**src/rtl/smb_pkg.sv**
```systemverilog
package smb_pkg;

  typedef enum logic [2:0] {
    PH_IDLE,
    PH_RX,
    PH_ACKO,
    PH_TX,
    PH_ACKI,
    PH_SKIP
  } phase_t;

  typedef enum logic [1:0] {
    K_ADDR,
    K_IDX,
    K_CNT,
    K_DATA
  } kind_t;

endpackage

```
**src/rtl/smb_line_sync.sv**
```systemverilog
module smb_line_sync #(
  parameter int STAGES = 2
) (
  input  logic clk,
  input  logic rst,
  input  logic scl_i,
  input  logic sda_i,
  output logic scl_lvl,
  output logic sda_lvl,
  output logic scl_rise,
  output logic scl_fall,
  output logic start_det,
  output logic stop_det
);

  logic [STAGES-1:0] scl_ff, sda_ff;
  logic scl_p, sda_p;

  always_ff @(posedge clk) begin
    if (rst) begin
      scl_ff <= '1;
      sda_ff <= '1;
      scl_p  <= 1'b1;
      sda_p  <= 1'b1;
    end else begin
      scl_ff <= {scl_ff[STAGES-2:0], scl_i};
      sda_ff <= {sda_ff[STAGES-2:0], sda_i};
      scl_p  <= scl_ff[STAGES-1];
      sda_p  <= sda_ff[STAGES-1];
    end
  end

  assign scl_lvl   = scl_ff[STAGES-1];
  assign sda_lvl   = sda_ff[STAGES-1];
  assign scl_rise  = scl_lvl & ~scl_p;
  assign scl_fall  = ~scl_lvl & scl_p;
  assign start_det = scl_lvl & scl_p & sda_p & ~sda_lvl;
  assign stop_det  = scl_lvl & scl_p & ~sda_p & sda_lvl;

endmodule

```
**src/rtl/smb_reg_array.sv**
```systemverilog
module smb_reg_array #(
  parameter int IDX_W   = 4,
  parameter int CNT_IDX = 7,
  parameter int CNT_RST = 8
) (
  input  logic             clk,
  input  logic             rst,
  input  logic             we,
  input  logic [IDX_W-1:0] waddr,
  input  logic [7:0]       wdata,
  input  logic [IDX_W-1:0] raddr,
  output logic [7:0]       rdata,
  output logic [7:0]       cnt_q
);

  localparam int DEPTH = 1 << IDX_W;
  localparam logic [IDX_W-1:0] CNT_SLOT = CNT_IDX[IDX_W-1:0];

  logic [7:0] mem [DEPTH];
  logic [7:0] mem_q;
  logic       sel_cnt_q;

  always_ff @(posedge clk) begin
    if (we) mem[waddr] <= wdata;
    mem_q <= mem[raddr];
  end

  always_ff @(posedge clk) begin
    if (rst) begin
      cnt_q     <= 8'(CNT_RST);
      sel_cnt_q <= 1'b0;
    end else begin
      if (we && waddr == CNT_SLOT) cnt_q <= wdata;
      sel_cnt_q <= (raddr == CNT_SLOT);
    end
  end

  assign rdata = sel_cnt_q ? cnt_q : mem_q;

  AST_CNT_ONLY_BY_WRITE: assert property (@(posedge clk) disable iff (rst)
    (cnt_q != $past(cnt_q)) |-> $past(we && waddr == CNT_SLOT));

endmodule

```
**src/rtl/smb_xfer_fsm.sv**
```systemverilog
module smb_xfer_fsm
  import smb_pkg::*;
#(
  parameter int IDX_W = 4
) (
  input  logic             clk,
  input  logic             rst,
  input  logic             scl_rise,
  input  logic             scl_fall,
  input  logic             start_det,
  input  logic             stop_det,
  input  logic             sda_lvl,
  input  logic [6:0]       own_addr,
  input  logic [7:0]       rd_byte,
  input  logic [7:0]       cnt_val,
  output logic             sda_oe,
  output logic             we_q,
  output logic [IDX_W-1:0] widx_q,
  output logic [7:0]       wdata_q,
  output logic [IDX_W-1:0] ridx
);

  localparam logic [IDX_W-1:0] IDX_ONE = {{(IDX_W-1){1'b0}}, 1'b1};

  phase_t           phase_q;
  kind_t            kind_q;
  logic [3:0]       bitcnt_q;
  logic [7:0]       rx_sh_q;
  logic [7:0]       tx_sh_q;
  logic [IDX_W-1:0] idx_q;
  logic [7:0]       rem_q;
  logic             tx_next_q;
  logic             first_q;
  logic             host_ack_q;
  logic             do_load;
  logic [7:0]       ld_val;

  assign ridx = idx_q;

  always_comb begin
    if (first_q)           ld_val = cnt_val;
    else if (rem_q != 8'd0) ld_val = rd_byte;
    else                   ld_val = 8'hFF;
  end

  assign do_load = scl_fall &&
                   ((phase_q == PH_ACKO && tx_next_q) ||
                    (phase_q == PH_ACKI && host_ack_q));

  always_ff @(posedge clk) begin
    if (rst) begin
      phase_q    <= PH_IDLE;
      kind_q     <= K_ADDR;
      bitcnt_q   <= 4'd0;
      rx_sh_q    <= 8'd0;
      tx_sh_q    <= 8'd0;
      idx_q      <= '0;
      rem_q      <= 8'd0;
      tx_next_q  <= 1'b0;
      first_q    <= 1'b0;
      host_ack_q <= 1'b0;
      sda_oe     <= 1'b0;
      we_q       <= 1'b0;
      widx_q     <= '0;
      wdata_q    <= 8'd0;
    end else begin
      we_q <= 1'b0;
      if (stop_det) begin
        phase_q  <= PH_IDLE;
        sda_oe   <= 1'b0;
        idx_q    <= '0;
        bitcnt_q <= 4'd0;
      end else if (start_det) begin
        phase_q  <= PH_RX;
        kind_q   <= K_ADDR;
        bitcnt_q <= 4'd0;
        sda_oe   <= 1'b0;
      end else begin
        case (phase_q)
          PH_RX: begin
            if (scl_rise) begin
              rx_sh_q  <= {rx_sh_q[6:0], sda_lvl};
              bitcnt_q <= bitcnt_q + 4'd1;
            end else if (scl_fall && bitcnt_q == 4'd8) begin
              bitcnt_q <= 4'd0;
              case (kind_q)
                K_ADDR: begin
                  if (rx_sh_q[7:1] == own_addr) begin
                    sda_oe  <= 1'b1;
                    phase_q <= PH_ACKO;
                    if (rx_sh_q[0]) begin
                      tx_next_q <= 1'b1;
                      first_q   <= 1'b1;
                    end else begin
                      tx_next_q <= 1'b0;
                      kind_q    <= K_IDX;
                    end
                  end else begin
                    phase_q <= PH_SKIP;
                  end
                end
                K_IDX: begin
                  idx_q   <= rx_sh_q[IDX_W-1:0];
                  sda_oe  <= 1'b1;
                  phase_q <= PH_ACKO;
                  kind_q  <= K_CNT;
                end
                K_CNT: begin
                  rem_q   <= rx_sh_q;
                  sda_oe  <= 1'b1;
                  phase_q <= PH_ACKO;
                  kind_q  <= K_DATA;
                end
                default: begin
                  if (rem_q != 8'd0) begin
                    we_q    <= 1'b1;
                    widx_q  <= idx_q;
                    wdata_q <= rx_sh_q;
                    idx_q   <= idx_q + IDX_ONE;
                    rem_q   <= rem_q - 8'd1;
                    sda_oe  <= 1'b1;
                    phase_q <= PH_ACKO;
                  end else begin
                    phase_q <= PH_SKIP;
                  end
                end
              endcase
            end
          end
          PH_ACKO: begin
            if (scl_fall) begin
              sda_oe   <= 1'b0;
              phase_q  <= PH_RX;
              bitcnt_q <= 4'd0;
            end
          end
          PH_TX: begin
            if (scl_fall) begin
              if (bitcnt_q == 4'd8) begin
                sda_oe  <= 1'b0;
                phase_q <= PH_ACKI;
              end else begin
                sda_oe   <= ~tx_sh_q[7];
                tx_sh_q  <= {tx_sh_q[6:0], 1'b0};
                bitcnt_q <= bitcnt_q + 4'd1;
              end
            end
          end
          PH_ACKI: begin
            if (scl_rise) begin
              host_ack_q <= ~sda_lvl;
            end else if (scl_fall && !host_ack_q) begin
              sda_oe  <= 1'b0;
              phase_q <= PH_SKIP;
            end
          end
          default: ;
        endcase
        if (do_load) begin
          tx_sh_q  <= {ld_val[6:0], 1'b0};
          sda_oe   <= ~ld_val[7];
          bitcnt_q <= 4'd1;
          phase_q  <= PH_TX;
          if (first_q) begin
            first_q <= 1'b0;
            rem_q   <= cnt_val;
          end else if (rem_q != 8'd0) begin
            idx_q <= idx_q + IDX_ONE;
            rem_q <= rem_q - 8'd1;
          end
        end
      end
    end
  end

  AST_SKIP_SILENT: assert property (@(posedge clk) disable iff (rst)
    (phase_q == PH_SKIP) |-> !sda_oe);

  AST_WRITE_BOUNDED: assert property (@(posedge clk) disable iff (rst)
    we_q |-> ($past(rem_q) != 8'd0));

  AST_STOP_CLEARS: assert property (@(posedge clk) disable iff (rst)
    stop_det |=> (idx_q == '0 && !sda_oe));

endmodule

```
**src/rtl/smb_block_target.sv**
```systemverilog
module smb_block_target #(
  parameter int IDX_W       = 4,
  parameter int SYNC_STAGES = 2,
  parameter int CNT_IDX     = 7,
  parameter int CNT_RST     = 8
) (
  input  logic       clk,
  input  logic       rst,
  input  logic [6:0] strap_addr,
  input  logic       scl_i,
  input  logic       sda_i,
  output logic       sda_o,
  output logic       sda_oe
);

  logic [6:0]       own_q;
  logic             scl_lvl, sda_lvl, scl_rise, scl_fall, start_det, stop_det;
  logic             we;
  logic [IDX_W-1:0] widx, ridx;
  logic [7:0]       wdata, rdata, cnt_val;

  always_ff @(posedge clk) begin
    if (rst) own_q <= strap_addr;
  end

  assign sda_o = 1'b0;

  smb_line_sync #(.STAGES(SYNC_STAGES)) i_sync (
    .clk       (clk),
    .rst       (rst),
    .scl_i     (scl_i),
    .sda_i     (sda_i),
    .scl_lvl   (scl_lvl),
    .sda_lvl   (sda_lvl),
    .scl_rise  (scl_rise),
    .scl_fall  (scl_fall),
    .start_det (start_det),
    .stop_det  (stop_det)
  );

  smb_xfer_fsm #(.IDX_W(IDX_W)) i_fsm (
    .clk       (clk),
    .rst       (rst),
    .scl_rise  (scl_rise),
    .scl_fall  (scl_fall),
    .start_det (start_det),
    .stop_det  (stop_det),
    .sda_lvl   (sda_lvl),
    .own_addr  (own_q),
    .rd_byte   (rdata),
    .cnt_val   (cnt_val),
    .sda_oe    (sda_oe),
    .we_q      (we),
    .widx_q    (widx),
    .wdata_q   (wdata),
    .ridx      (ridx)
  );

  smb_reg_array #(
    .IDX_W   (IDX_W),
    .CNT_IDX (CNT_IDX),
    .CNT_RST (CNT_RST)
  ) i_regs (
    .clk   (clk),
    .rst   (rst),
    .we    (we),
    .waddr (widx),
    .wdata (wdata),
    .raddr (ridx),
    .rdata (rdata),
    .cnt_q (cnt_val)
  );

  AST_DRIVE_SCL_LOW: assert property (@(posedge clk) disable iff (rst)
    (sda_oe != $past(sda_oe)) |-> (!scl_lvl || $past(stop_det) || $past(start_det)));

  AST_STRAP_HELD: assert property (@(posedge clk) disable iff (rst)
    !rst |=> $stable(own_q));

endmodule

```
**config.mk**
```make
export PLATFORM = sky130hd
export DESIGN_NAME = smb_block_target
export DESIGN_NICKNAME = d
export VERILOG_FILES = /design/src/rtl/smb_pkg.sv /design/src/rtl/smb_line_sync.sv /design/src/rtl/smb_reg_array.sv /design/src/rtl/smb_xfer_fsm.sv /design/src/rtl/smb_block_target.sv
export SDC_FILE = /design/constraint.sdc
export NUM_CORES = 1
export LEC_CHECK = 0
export ABC_AREA = 1
export BUFFER_PORTS_ARGS = -buffer_cell sky130_fd_sc_hd__buf_2
export CAP_MARGIN = 0
export CORE_UTILIZATION = 50
export CTS_BUF_LIST = sky130_fd_sc_hd__clkbuf_4
export CTS_CLUSTER_SIZE = 20
export DETAILED_ROUTE_END_ITERATION = 7
export PLACE_DENSITY = 0.66
export SETUP_SLACK_MARGIN = 0.05
export SLEW_MARGIN = 40
export SYNTH_ARGS = -nofsm -noshare
export SYNTH_HDL_FRONTEND = slang
export SYNTH_SLANG_ARGS = --single-unit
export TNS_END_PERCENT = 10
```
**constraint.sdc**
```tcl
create_clock -name clk -period 2.05 [get_ports clk]
set_input_delay 0.205 -clock clk [delete_from_list [all_inputs] [get_ports clk]]
set_output_delay 0.205 -clock clk [all_outputs]
set_load 0.02 [all_outputs]
```
=== Word level (Yosys, flattened, before mapping) ===
Memory sizes are Yosys's and may differ from the RTL's. A register that Yosys moved wholly into a read port is not among the register bits.
Cells that the tools add are included.
W data, S select, Z words.

* Add/subtract/negate cells: 3
* Equality and inequality tests: 41
* Reduce and logical (&&, ||, !) cells: 41
* Bitwise logic cells: 19
* Multiplexer cells: 74

{| class="wikitable"
|+ Operators with widths
! kind !! count
|-
| $mux W8 || 14
|-
| $mux W4 || 12
|-
| $mux W3 || 9
|-
| $mux W1 || 24
|-
| $reduce_and A8 Y1 || 3
|-
| $reduce_and A7 Y1 || 3
|-
| $ne A4 B1 Y1 const B || 5
|-
| $ne A3 B1 Y1 const B || 6
|-
| $pmux W8 S2 || 1
|-
| $reduce_and A5 Y1 || 3
|-
| $mux W2 || 7
|-
| $not A1 Y1 || 12
|-
| $pmux W3 S4 || 1
|-
| $pmux W4 S3 || 1
|-
| $reduce_bool A4 Y1 || 3
|-
| $ne A2 B1 Y1 const B || 5
|-
| $ne A2 B2 Y1 const B || 5
|-
| $ne A3 B2 Y1 const B || 3
|-
| $reduce_and A9 Y1 || 1
|-
| $reduce_or A9 Y1 || 1
|-
| $add A4 B1 Y4 const B || 2
|-
| $eq A4 B3 Y1 const B || 2
|-
| $ne A4 B2 Y1 const B || 2
|-
| $ne A4 B4 Y1 const B || 2
|-
| 30 further kinds || 51
|}

* Bits in writable memories: 128
* Input port bits: 11
* Word-level logic and storage cells: 203
* Memories: 1
* Output and inout bits: 2
* Register bits after elaboration: 76

{| class="wikitable"
|+ Memories
! name !! words !! width !! read ports !! clocked after memory_dff !! write ports !! line !! source
|-
| i_regs.mem || 16 || 8 || 1 || 1 || 1 || smb_reg_array.sv:19 || <nowiki>logic [7:0] mem [DEPTH];</nowiki>
|}

=== Logic depth before layout (Yosys ltp) ===
* Depth after elaboration: 9
* Depth in mapped cells: 15
* Depth with buffers taken out: 15

=== Hierarchy ===
A second synthesis with hierarchy kept.

* Cells, all modules: 1176
* Area total of the unflattened synthesis: 10012.1 um^2

{| class="wikitable"
|+ By module, submodules not included
! module !! sequential area each (um^2) !! times used !! area an instance (um^2) !! cells each
|-
| smb_reg_array || 4184.0 || 1 || 6252.2 || 630
|-
| smb_xfer_fsm || 1061.0 || 1 || 3340.7 || 513
|-
| smb_block_target || 210.2 || 1 || 221.5 || 9
|-
| smb_line_sync || 120.1 || 1 || 197.7 || 24
|}

=== Worst setup path before layout ===
Ideal clock, no wire load.

* Kind: register -> register
* Start: register i_fsm.kind_q[0]
* End: register i_fsm.rem_q[4]
* Clock period less this slack: 1698 ps
* Setup time: 117 ps
* Path buffers: 0
* Setup slack: 352 ps
* Data arrival time: 1581 ps
* Stages on the path, launching flop included: 11
* Required time: 1933 ps
* Cell sequence: dfxtp_1 inv_1 ha_1 nor2_1 o21ai_0 a21oi_1 nand2_1 nand3_1 nand2_1 a21oi_1 nor2_1

* Cells in the longest elaborated chain, start to end: 9
* Elaborated cells on any way between the ends: 11
* Classes of those cells: eq/ne (2); mux (7); reduce/logical (2)

{| class="wikitable"
|+ Ends and longest elaborated chain
! item !! line !! source
|-
| start: declaration || smb_xfer_fsm.sv:26 || <nowiki>kind_t kind_q;</nowiki>
|-
| start signal: assignment || smb_xfer_fsm.sv:53 || <nowiki>kind_q <= K_ADDR;</nowiki>
|-
| start signal: assignment || smb_xfer_fsm.sv:75 || <nowiki>kind_q <= K_ADDR;</nowiki>
|-
| start signal: assignment || smb_xfer_fsm.sv:96 || <nowiki>kind_q <= K_IDX;</nowiki>
|-
| $eq A2 B1 Y1 / $logic_not A2 Y1 (equally long branches) || smb_xfer_fsm.sv:86 || <nowiki>case (kind_q)</nowiki>
|-
| $reduce_or A2 Y1 (no line) || -- ||
|-
| $pmux W8 S2 * || smb_xfer_fsm.sv:86 ||
|-
| $mux W8 * || smb_xfer_fsm.sv:84 || <nowiki>end else if (scl_fall && bitcnt_q == 4'd8) begin</nowiki>
|-
| $mux W8 * || smb_xfer_fsm.sv:81 || <nowiki>if (scl_rise) begin</nowiki>
|-
| $mux W8 * || smb_xfer_fsm.sv:79 || <nowiki>case (phase_q)</nowiki>
|-
| $mux W8 || smb_xfer_fsm.sv:167 || <nowiki>end else if (rem_q != 8'd0) begin</nowiki>
|-
| $mux W8 || smb_xfer_fsm.sv:164 || <nowiki>if (first_q) begin</nowiki>
|-
| $mux W8 * || smb_xfer_fsm.sv:159 || <nowiki>if (do_load) begin</nowiki>
|-
| end signal: assignment || smb_xfer_fsm.sv:109 || <nowiki>rem_q <= rx_sh_q;</nowiki>
|-
| end signal: assignment || smb_xfer_fsm.sv:166 || <nowiki>rem_q <= cnt_val;</nowiki>
|-
| end signal: assignment || smb_xfer_fsm.sv:169 || <nowiki>rem_q <= rem_q - 8'd1;</nowiki>
|-
| end: declaration || smb_xfer_fsm.sv:31 || <nowiki>logic [7:0] rem_q;</nowiki>
|}

Every way passes the cells marked *; elsewhere a longest branch is shown, timed or not.
A chain may end at the register's enable or synchronous reset.

=== Worst setup path in the final report ===
* Start: register i_fsm.kind_q[0]
* End: register i_fsm.idx_q[3] (netlist: i_fsm.ridx[3])

* Cells in the longest elaborated chain, start to end: 9
* Elaborated cells on any way between the ends: 11
* Classes of those cells: eq/ne (2); mux (7); reduce/logical (2)

{| class="wikitable"
|+ Ends and longest elaborated chain
! item !! line !! source
|-
| $eq A2 B2 Y1 / $logic_not A2 Y1 (equally long branches) || smb_xfer_fsm.sv:86 ||
|-
| $reduce_or A2 Y1 (no line) || -- ||
|-
| $pmux W4 S2 * || smb_xfer_fsm.sv:86 ||
|-
| $mux W4 * || smb_xfer_fsm.sv:84 ||
|-
| $mux W4 * || smb_xfer_fsm.sv:81 ||
|-
| $mux W4 * || smb_xfer_fsm.sv:79 ||
|-
| $mux W4 || smb_xfer_fsm.sv:167 ||
|-
| $mux W4 || smb_xfer_fsm.sv:164 ||
|-
| $mux W4 * || smb_xfer_fsm.sv:159 ||
|-
| end signal: assignment || smb_xfer_fsm.sv:103 || <nowiki>idx_q <= rx_sh_q[IDX_W-1:0];</nowiki>
|-
| end signal: assignment || smb_xfer_fsm.sv:119 || <nowiki>idx_q <= idx_q + IDX_ONE;</nowiki>
|-
| end signal: assignment || smb_xfer_fsm.sv:168 || <nowiki>idx_q <= idx_q + IDX_ONE;</nowiki>
|-
| end: declaration || smb_xfer_fsm.sv:30 || <nowiki>logic [IDX_W-1:0] idx_q;</nowiki>
|}

Marks and branches as above.

==> reports/metrics.yaml <==
clock_skew_ps: 59.9
worstSetupPathType: "reg2reg"
drt_iter0_drc: 603
drc: 0
cts_inserted_buffers: 52
critical_path.startpoint_type: "flip-flop"
crit_path_end_kind: "flip-flop"
hold_viol_final: 0
place.port_buffers: 11
synthesis.nets: 1035
grt-ovfl-total: 0
start_util_pct: 50.9
worst_setup_path_startpoint: "i_fsm.kind_q[0]$_SDFFE_PP0P_"
hold_depth: 2
cts_tree: "built"
grt_max_degree: 49
final_max_slew_viol_count: 0
p_leak_nw: 3.95
layout.nets: 1124
synth_seq_area_share_pct: 58.8
vias_per_cell: 5.48
launching_point_of_the_worst_reg2reg_path: "i_fsm.kind_q[0]$_SDFFE_PP0P_"
cts_root_buf: "clkbuf_4"
ys_types: 44
routed_wirelength_normalized_by_instance_count_um: 17.0
pre_repair_dr_iteration_count: 6
ff2ff_path_depth: 9
cts_htree_levels: 2
critical_path_arrival_ps: 2490
final.fill_count: 1610
cts_sinks: 211
run_status: "finished clean"
maxSlewHeadroom_pct: 49.1
postSynthCellCount: 1015
antenna_found_initial: 1
synth_warnings: 0
fp.dieH_um: 140
share_of_final_layout_standard_cells_stronger_than_drive_strength_1_pct: 17.3
netlist_area_um2: 9490
first_global_vias: 7022
cts-root-to-sink-buffers: 3
synth.ff_latch_count: 211
ant_nets: 0
core_area_um2: 18600
finalWirelength_mm: 23.5
chipWidth_um: 140
tns_ps: 0
hpwl_after_detailed_placement_mm: 15.1
syn2layout_area_growth_pct: 15.0
clk_latency_ps: 670
worst_path_clk_slew_ps: 70
worst-path-max-fanout: 7
worstHoldStart: "strap_addr[3]"
timing.final.setup_violations: 0
power_density_nw_per_um2: 860
grt_setup_unrepaired: "false"
gp_routability_congestion: 0.935
pwr_total_mw: 9.39
io_pins: 13
synthesis.area_per_instance_um2: 9.35
min-delay-path-class: "in2reg"
critPathRequiredTime_ps: 2610
grt_util_all_layers_pct: 24.3
row_count: 50
maxcap_violations: 0
finalCriticalPeriod_ps: 1930
period_utilization_post_route_pct: 94.0
grt_first_pass_wirelength_mm: 36.9
num_vias: 7579
worstMarginPinSlew_ps: 763
peakVddDrop_uv: 686
die_area_um2: 19500
max_freq_mhz: 519
synth_stat cells, drive strengths merged:
cell type | instances | area [um^2]
nor2 | 165 | 676
nand2 | 155 | 616
o21ai | 136 | 684
edfxtp | 135 | 4050
inv | 81 | 312
nand3 | 78 | 418
dfxtp | 76 | 1520
a21oi | 48 | 244
clkbuf | 27 | 101
o22ai | 23 | 144
buf | 21 | 139
o221ai | 11 | 96.3
ha | 9 | 113
nand4 | 9 | 56.3
o211ai | 7 | 52.6
nor3 | 6 | 30.0
xor2 | 6 | 52.6
a41oi | 5 | 43.8
or2 | 4 | 25.0
a31oi | 3 | 18.8
xnor2 | 3 | 26.3
nand3b | 2 | 15.0
nor3b | 2 | 20.0
a211oi | 1 | 12.5
a221oi | 1 | 15.0
conb | 1 | 3.75
what timing repair did:
action,CTS,global route
hold endpoints to repair,18,0
resized for setup,0,7
endpoints found under the setup margin,0,30
hold buffers,12,0
buffers inserted,0,5
placed cells by master, fill, tap and decap left out, drive strengths merged, types with 3 or more instances in the layout:
| master | n |
|---|---|
| nand3 | 78 |
| edfxtp | 135 |
| ha | 9 |
| nand2 | 155 |
| a31oi | 3 |
| o22ai | 23 |
| o21ai | 136 |
| a41oi | 5 |
| o211ai | 7 |
| o221ai | 11 |
| xor2 | 6 |
| nor2 | 165 |
| dlygate4sd3 | 12 |
| clkinv | 20 |
| buf | 70 |
| xnor2 | 3 |
| a21oi | 48 |
| inv | 82 |
| nor3 | 6 |
| clkbuf | 74 |
| dfxtp | 76 |
| or2 | 4 |
| nand4 | 9 |
metrics by stage:
step           std cells  util, %  cell area [um^2]  hold slack, ps  worst slack (ps)
5_1_grt             1382     58.5             10900             210              55.1
3_5_place_dp        1266     53.9             10000             383              93.5
2_1_floorplan       1015        -              9490             304               352
4_1_cts             1375     58.2             10800             198              81.3
6_report            1382     58.5             10900             248               124
3_3_place_gp        1266     53.9             10000             382               198
worst max-delay path, cell delays in order, from the launching register on:
cell,delay [ps]
dfxtp_1,430
ha_1,340
inv_1,170
buf_4,190
o21ai_0,140
o21ai_0,110
o21ai_0,170
o21ai_0,110
nand2_1,80
a21oi_1,70
routing by layer:
| metal | routed length [um] | global-route usage [%] |
|---|---|---|
| met1 | 10300 | 33.1 |
| met2 | 10900 | 38.5 |
| met3 | 1740 | 4.68 |
| met4 | 591 | 9.72 |
| met5 | 0 | 0 |
sequential cells by signal, indices dropped and copies added (netlist names), 7 cells and up:
| register | cells |
|---|---|
| i_fsm.wdata_q | 8 |
| i_regs.mem_q | 8 |
| own_q | 7 |
| i_regs.cnt_q | 8 |
| i_fsm.rem_q | 8 |
| i_regs.mem | 128 |
| i_fsm.tx_sh_q | 7 |
| i_fsm.rx_sh_q | 8 |
cell type report:
type | count | area (um^2) | share of cell area, %
Clock inverter | 23 | 128 | 1.17
Timing Repair Buffer | 82 | 659 | 6.04
Antenna cell | 1 | 2.50 | 0.0229
Tap cell | 234 | 293 | 2.68
Inverter | 81 | 320 | 2.94
Timing Repair inverter | 1 | 5.00 | 0.0459
Sequential cell | 211 | 5580 | 51.1
Multi-Input combinational cell | 675 | 3370 | 30.9
Clock buffer | 74 | 556 | 5.09
logic make-up after synthesis:
logic type               after synthesis  synth area share (%)
other                                  1                0.0395
adder cells (fa/ha/maj)                9                  1.19
XOR/XNOR                               9                 0.831
AND/OR/NAND/NOR                      421                  19.6
flip-flops                           211                  58.8
AO/OA/AOI/OAI                        235                  13.8
buffers and inverters                129                  5.81
power by group:
part           switching (mW)  internal (mW)
Sequential             0.0889           4.56
Clock                    1.69           1.81
Combinational           0.794          0.441
Total                    2.57           6.82
worst paths after layout:
| check | endpoint | slack [ps] |
|---|---|---|
| worst min-delay path | own_q[3]$_DFFE_PP_ | 250 |
| worst max-delay path | i_fsm.ridx[3]$_SDFFE_PP0N_ | 120 |
| worst max register to register | i_fsm.ridx[3]$_SDFFE_PP0N_ | 120 |
| worst min register to register | i_sync.sda_ff[1]$_SDFF_PP1_ | 410 |
Power figures use the tool's default switching activity.
